## src/rtl/swdt_pkg.sv

```systemverilog
package swdt_pkg;
  localparam logic [1:0] A_CTRL = 2'd0;
  localparam logic [1:0] A_SVC  = 2'd1;
  localparam logic [1:0] A_STAT = 2'd2;
  localparam logic [7:0] KEY_ARM  = 8'h55;
  localparam logic [7:0] KEY_FIRE = 8'hAA;

  typedef struct packed {
    logic       en;
    logic       irq_mode;
    logic       ta_en;
    logic       pre;
    logic [1:0] sel;
    logic [1:0] rsvd;
  } ctrl_t;
endpackage

```

## src/rtl/swdt_regs.sv

```systemverilog
module swdt_regs
  import swdt_pkg::*;
(
  input  logic        clk,
  input  logic        rst_n,
  input  logic        por_n,
  input  logic        wr_en,
  input  logic [1:0]  wr_addr,
  input  logic [7:0]  wr_data,
  input  logic [1:0]  rd_addr,
  output logic [7:0]  rd_data,
  input  logic        ta_set,
  input  logic        rst_set,
  output ctrl_t       ctrl,
  output logic        svc_ok,
  output logic        ta_flag,
  output logic        rst_flag
);
  ctrl_t ctrl_q;
  ctrl_t wr_ctrl;
  logic  armed;
  logic  svc_wr, ctrl_wr, stat_wr;

  assign wr_ctrl = ctrl_t'(wr_data);
  assign svc_wr  = wr_en && (wr_addr == A_SVC);
  assign ctrl_wr = wr_en && (wr_addr == A_CTRL);
  assign stat_wr = wr_en && (wr_addr == A_STAT);
  assign svc_ok  = svc_wr && (wr_data == KEY_FIRE) && armed;
  assign ctrl    = ctrl_q;

  // Control register; enable may only go from 0 to 1
  always_ff @(posedge clk or negedge rst_n) begin
    if (!rst_n) begin
      ctrl_q <= '0;
    end else if (ctrl_wr) begin
      ctrl_q.en       <= ctrl_q.en | wr_ctrl.en;
      ctrl_q.irq_mode <= wr_ctrl.irq_mode;
      ctrl_q.ta_en    <= wr_ctrl.ta_en;
      ctrl_q.pre      <= wr_ctrl.pre;
      ctrl_q.sel      <= wr_ctrl.sel;
      ctrl_q.rsvd     <= '0;
    end
  end

  // Two-key service sequence state
  always_ff @(posedge clk or negedge rst_n) begin
    if (!rst_n)                              armed <= 1'b0;
    else if (svc_ok)                         armed <= 1'b0;
    else if (svc_wr && wr_data == KEY_ARM)   armed <= 1'b1;
  end

  // Forced-acknowledge flag, write one to clear, set wins
  always_ff @(posedge clk or negedge rst_n) begin
    if (!rst_n)                      ta_flag <= 1'b0;
    else if (ta_set)                 ta_flag <= 1'b1;
    else if (stat_wr && wr_data[0])  ta_flag <= 1'b0;
  end

  // Watchdog-reset flag lives in the power-on domain only
  always_ff @(posedge clk or negedge por_n) begin
    if (!por_n)       rst_flag <= 1'b0;
    else if (rst_set) rst_flag <= 1'b1;
  end

  always_comb begin
    unique case (rd_addr)
      A_CTRL:  rd_data = ctrl_q;
      A_SVC:   rd_data = {7'd0, armed};
      A_STAT:  rd_data = {6'd0, rst_flag, ta_flag};
      default: rd_data = 8'd0;
    endcase
  end

  a_r10_en_sticky: assert property (@(posedge clk) disable iff (!rst_n)
    ctrl_q.en |=> ctrl_q.en);
  a_r4_arm_sets: assert property (@(posedge clk) disable iff (!rst_n)
    (svc_wr && wr_data == KEY_ARM) |=> armed);
  a_r3_fire_disarms: assert property (@(posedge clk) disable iff (!rst_n)
    svc_ok |=> !armed);
  a_r9_flag_clear: assert property (@(posedge clk) disable iff (!rst_n)
    (stat_wr && wr_data[0] && !ta_set) |=> !ta_flag);
endmodule

```

## src/rtl/swdt_timer.sv

```systemverilog
module swdt_timer #(
  parameter int BASE_EXP = 9,
  parameter int STEP_EXP = 2,
  parameter int PRE_EXP  = 15
) (
  input  logic       clk,
  input  logic       rst_n,
  input  logic       en,
  input  logic       pre,
  input  logic [1:0] sel,
  input  logic       svc_ok,
  output logic       expire
);
  localparam int SEL_N = 4;
  localparam int LIM_N = 2 * SEL_N;
  localparam int CNT_W = BASE_EXP + STEP_EXP * (SEL_N - 1) + PRE_EXP;

  logic [CNT_W-1:0] cnt;
  logic [CNT_W-1:0] lim [LIM_N];

  // Terminal count for every (prescale, select) pair
  for (genvar p = 0; p < 2; p++) begin : g_pre
    for (genvar s = 0; s < SEL_N; s++) begin : g_sel
      localparam int EXP = BASE_EXP + STEP_EXP * s + p * PRE_EXP;
      assign lim[p*SEL_N+s] = CNT_W'((64'd1 << EXP) - 64'd1);
    end
  end

  assign expire = en && (cnt >= lim[{pre, sel}]);

  always_ff @(posedge clk or negedge rst_n) begin
    if (!rst_n)                cnt <= '0;
    else if (svc_ok || expire) cnt <= '0;
    else if (en)               cnt <= cnt + 1'b1;
  end

  a_r3_reload_zero: assert property (@(posedge clk) disable iff (!rst_n)
    svc_ok |=> (cnt == '0));
  a_r1_idle_hold: assert property (@(posedge clk) disable iff (!rst_n)
    (!en && !svc_ok) |=> $stable(cnt));
endmodule

```

## src/rtl/swdt_action.sv

```systemverilog
module swdt_action (
  input  logic clk,
  input  logic rst_n,
  input  logic expire,
  input  logic irq_mode,
  input  logic ta_en,
  input  logic bus_active,
  input  logic bus_start,
  input  logic irq_ack,
  output logic irq,
  output logic rst_req,
  output logic force_ta,
  output logic ta_set,
  output logic rst_set
);
  // A repeat expiry with the interrupt still pending means a hung bus
  assign ta_set  = expire && irq_mode && irq && ta_en && bus_active && !bus_start;
  assign rst_set = expire && !irq_mode;

  always_ff @(posedge clk or negedge rst_n) begin
    if (!rst_n)                    irq <= 1'b0;
    else if (expire && irq_mode)   irq <= 1'b1;
    else if (irq_ack)              irq <= 1'b0;
  end

  always_ff @(posedge clk or negedge rst_n) begin
    if (!rst_n)       rst_req <= 1'b0;
    else if (rst_set) rst_req <= 1'b1;
  end

  always_ff @(posedge clk or negedge rst_n) begin
    if (!rst_n)         force_ta <= 1'b0;
    else if (bus_start) force_ta <= 1'b0;
    else if (ta_set)    force_ta <= 1'b1;
  end

  a_r8_ta_hold: assert property (@(posedge clk) disable iff (!rst_n)
    (force_ta && !bus_start) |=> force_ta);
  a_r8_ta_release: assert property (@(posedge clk) disable iff (!rst_n)
    bus_start |=> !force_ta);
  a_r6_rst_hold: assert property (@(posedge clk) disable iff (!rst_n)
    rst_req |=> rst_req);
  a_r7_irq_hold: assert property (@(posedge clk) disable iff (!rst_n)
    (irq && !irq_ack) |=> irq);
  a_r7_ta_after_irq: assert property (@(posedge clk) disable iff (!rst_n)
    $rose(force_ta) |-> $past(irq));
endmodule

```

## src/rtl/swdt_top.sv

```systemverilog
module swdt_top
  import swdt_pkg::*;
#(
  parameter int BASE_EXP = 9,
  parameter int STEP_EXP = 2,
  parameter int PRE_EXP  = 15
) (
  input  logic       clk,
  input  logic       rst_n,
  input  logic       por_n,
  input  logic       wr_en,
  input  logic [1:0] wr_addr,
  input  logic [7:0] wr_data,
  input  logic [1:0] rd_addr,
  output logic [7:0] rd_data,
  input  logic       bus_start,
  input  logic       bus_active,
  output logic       irq,
  input  logic       irq_ack,
  output logic       rst_req,
  output logic       force_ta,
  output logic       flag_ta,
  output logic       flag_rst
);
  ctrl_t ctrl;
  logic  svc_ok, expire, ta_set, rst_set;

  swdt_regs u_regs (
    .clk(clk), .rst_n(rst_n), .por_n(por_n),
    .wr_en(wr_en), .wr_addr(wr_addr), .wr_data(wr_data),
    .rd_addr(rd_addr), .rd_data(rd_data),
    .ta_set(ta_set), .rst_set(rst_set),
    .ctrl(ctrl), .svc_ok(svc_ok),
    .ta_flag(flag_ta), .rst_flag(flag_rst)
  );

  swdt_timer #(.BASE_EXP(BASE_EXP), .STEP_EXP(STEP_EXP), .PRE_EXP(PRE_EXP)) u_timer (
    .clk(clk), .rst_n(rst_n), .en(ctrl.en), .pre(ctrl.pre), .sel(ctrl.sel),
    .svc_ok(svc_ok), .expire(expire)
  );

  swdt_action u_action (
    .clk(clk), .rst_n(rst_n), .expire(expire),
    .irq_mode(ctrl.irq_mode), .ta_en(ctrl.ta_en),
    .bus_active(bus_active), .bus_start(bus_start), .irq_ack(irq_ack),
    .irq(irq), .rst_req(rst_req), .force_ta(force_ta),
    .ta_set(ta_set), .rst_set(rst_set)
  );

  a_r7_flag_with_ta: assert property (@(posedge clk) disable iff (!rst_n)
    $rose(force_ta) |-> flag_ta);
  a_r6_flag_with_rst: assert property (@(posedge clk) disable iff (!rst_n || !por_n)
    $rose(rst_req) |-> flag_rst);
endmodule

```

## config.mk

```make
export PLATFORM = sky130hd
export DESIGN_NAME = swdt_top
export DESIGN_NICKNAME = d
export VERILOG_FILES = /design/src/rtl/swdt_pkg.sv /design/src/rtl/swdt_regs.sv /design/src/rtl/swdt_timer.sv /design/src/rtl/swdt_action.sv /design/src/rtl/swdt_top.sv
export SDC_FILE = /design/constraint.sdc
export NUM_CORES = 1
export LEC_CHECK = 0
export BUFFER_PORTS_ARGS = -buffer_cell sky130_fd_sc_hd__buf_2
export CORE_MARGIN = 1
export CORE_UTILIZATION = 40
export CTS_CLUSTER_DIAMETER = 200
export DETAILED_ROUTE_END_ITERATION = 6
export GPL_ROUTABILITY_DRIVEN = 0
export PLACE_DENSITY = 0.64
export REMOVE_ABC_BUFFERS = 1
export SYNTH_ARGS = -nofsm -noshare
export SYNTH_HDL_FRONTEND = slang
export SYNTH_SLANG_ARGS = --single-unit
```

## constraint.sdc

```tcl
create_clock -name clk -period 7.8 [get_ports clk]
set_clock_uncertainty 0.15 [all_clocks]
set_input_delay 0.39 -clock clk [delete_from_list [all_inputs] [get_ports clk]]
set_output_delay 0.39 -clock clk [all_outputs]
set_load 0.1 [all_outputs]
```

==> results_dict.tcl <==
set metrics [dict create \
    crit_type "flip-flop to flip-flop" \
    synthTopCellsByArea "dfrtp_1 (38%), ha_1 (9.8%), a21oi_1 (4.3%)" \
    synth_top_cell_by_area "dfrtp_1" \
    synth_most_common_cell "dfrtp_1" \
    r2r_setup_slack_ns 4.63 \
    synth_top_area_share 0.3758 \
    grt_pass1_wl_um 10060 \
    first_pass_iters 4 \
    slew_headroom 0.2058 \
    hpwl_um 4402 \
    hold_viol 0 \
    fmax_mhz 315.5 \
    synthesis.area_mm2 0.002796 \
    ys.flop_type "dfrtp_1" \
    cts_setup_buffers 0 \
    cts_resized 0 \
    worst-path-buf-inv 1 \
    synthTopCellsByCount "dfrtp_1 (42), nand2_1 (30), nor2_1 (30)" \
    syn_inst 307 \
    rows 30 \
    status "completed" \
    antenna_left 0 \
    track_usage 0.1716 \
    dp_cells 409 \
    fillerInstances 645 \
    synth_edf_count 0 \
    syn_to_final_growth_pct 11.68 \
    clock_latency_ns 0.29 \
    ioPinCount 32 \
    diodes 0 \
    crit_family "simple AND/OR/NAND/NOR gates" \
    htreeDepth 2 \
    worst_pin_slew_ns 1.182 \
    holdBufCountCts 1 \
    p_per_area_mw_per_mm2 281.9 \
    finalWirelength_um 5894 \
    ys_types 43 \
    post-route-min-period_ns 3.169 \
    synth_area_per_cell_um2 9.109 \
    vias_per_cell 5.536 \
    grt_setup_unrepaired "no" \
    crit_path_cell_trace "inv_1 > ha_1 > a21oi_1 > o21ai_0 > a32o_1 > nor3_1 > nand3b_1 > o21ai_0" \
    p_leak_nw 1.442 \
    antenna_found_initial 0 \
    critPathArrivalTime_ns 3.19 \
    yosysSeqAreaShare 0.3758 \
    wire_per_inst_um 14.10 \
    cts_sinks 42 \
    cts-root-buf "clkbuf_8" \
    drive_above_1_share 0.1509 \
    drc_errors 0 \
    core_mm2 0.006756 \
    hp-class "input pin to async pin" \
    ys_async_sr_fraction 1.000 \
    critPathMaxFanout 12 \
    die_h_um 85.61 \
    cts_tree "built" \
    final_cell_count_no_fill 418 \
    ff2ff_path_depth 8 \
    numPortBuffers 31 \
    r2r-end "u_action.irq" \
    start_kind "flip-flop" \
    yosysWarnings 0 \
    worst_path_max_delay_cell "nor3_1" \
    drtIter0Drc 157 \
    period_share 0.4063 \
    cp.required_ns 7.82 \
    cpMostUsedCell "o21ai_0" \
    start_util 0.4139 \
    end_kind "flip-flop" \
    slew_viol_final 0 \
    setup_viol 0 \
    grt_max_degree 42 \
    synth_seq_cells 42 \
    setup_tns_ns 0 \
    vias 2314 \
    die_area_mm2 0.007329 \
    grt_overflow 0 \
    vdd_drop_max_mv 0.1793 \
    fin_nets 378 \
    grt_pass1_vias 2237 \
    clk_pin_slew_worst_paths_ns 0.08 \
    cts_buffers 5 \
    worst_r2r_startpoint "u_regs.ctrl[4]" \
    path_depth 8 \
    die_w_um 85.61 \
    cts_buffer_depth 2 \
    max-cap-violations 0 \
    cpPeakStageDelay_ns 0.94 \
]
-- layer usage --
layer  vias to the layer above  part of all wire  GRT usage
li1                       1188                 -          -
met1                      1095              0.49     0.2303
met2                        27              0.47     0.2815
met3                         4             0.032    0.03850
met4                         0            0.0058    0.04242
met5                         -                 0          0
-- placed cells by master (no fill, tap or decap), types with 3 or more instances in the layout --
cell,instances
inv_1,6
or3_1,11
clkbuf_8,5
a21o_1,13
nor3_1,5
and3b_1,3
nor2_1,30
buf_2,31
a31oi_1,5
nand3b_1,5
o21bai_1,3
xor2_1,3
xnor2_1,9
and3_1,4
dfrtp_1,42
nor4bb_1,3
nand4_1,9
mux2_2,4
nand2_1,30
nand3_1,15
ha_1,22
a21oi_1,24
o21ai_0,11
nand2b_1,5
and4_1,3
nand4b_1,6
and2_1,7
-- area by class of cell --
cell class	count	area, um2	share of cell area
multi-input cells	249	1668	0.5341
flip-flops and latches	42	1051	0.3365
repair buffers	33	172.7	0.05529
well taps	80	100.1	0.03205
clock buffers	5	68.82	0.02204
clock inverters	3	40.04	0.01282
inverters	6	22.52	0.007212
-- logic make-up (layout without fill, tap and decap cells) --
logic type / Yosys count / in the layout / synth area share
flip-flops: 42 / 42 / 0.3758
multiplexers: 4 / 4 / 0.01611
buffers and inverters: 16 / 47 / 0.03042
AND/OR/NAND/NOR: 147 / 147 / 0.2962
AO/OA/AOI/OAI: 64 / 64 / 0.1454
adder cells (fa/ha/maj): 22 / 22 / 0.09843
XOR/XNOR: 12 / 12 / 0.03759
-- flip-flops by register name, summed over array words and instances, names as in the netlist --
signal             cells
u_timer.cnt           30
u_regs.ctrl            6
u_action.force_ta      1
u_action.irq           1
u_action.rst_req       1
u_regs.armed           1
u_regs.rst_flag        1
u_regs.ta_flag         1
-- metrics by stage --
stage / worst slack, ns / area (um2) / power, mW / hold WS [ns] / utilization
2_1_floorplan: 4.630 / 2734 / 0.6273 / -0.05559 / -
3_3_place_gp: 4.705 / 3004 / 0.7036 / 0.01582 / 0.4446
3_5_place_dp: 4.621 / 3004 / 0.7152 / 0.01819 / 0.4446
4_1_cts: 4.594 / 3123 / 0.8858 / 0.1083 / 0.4622
5_1_grt: 4.330 / 3123 / 0.9507 / 0.1388 / 0.4622
6_report: 4.631 / 3123 / 0.8804 / 0.07317 / 0.4622
-- power by group --
group          leakage [nW]  internal (mW)  switching, mW
logic                 0.856          0.134          0.203
registers             0.528          0.281         0.0925
clock network        0.0579         0.0942         0.0746
-- how the worst max path moves through the flow --
stage | start | end
finish | u_regs.ctrl[4] | u_action.irq
global route | u_regs.ctrl[4] | u_timer.cnt[9]
CTS | u_regs.ctrl[4] | u_action.irq
detailed placement | u_regs.ctrl[4] | u_action.irq
global placement | u_regs.ctrl[4] | u_action.irq
floorplan | u_regs.ctrl[4] | rd_data[4]
(Power assumes the default switching activity.)
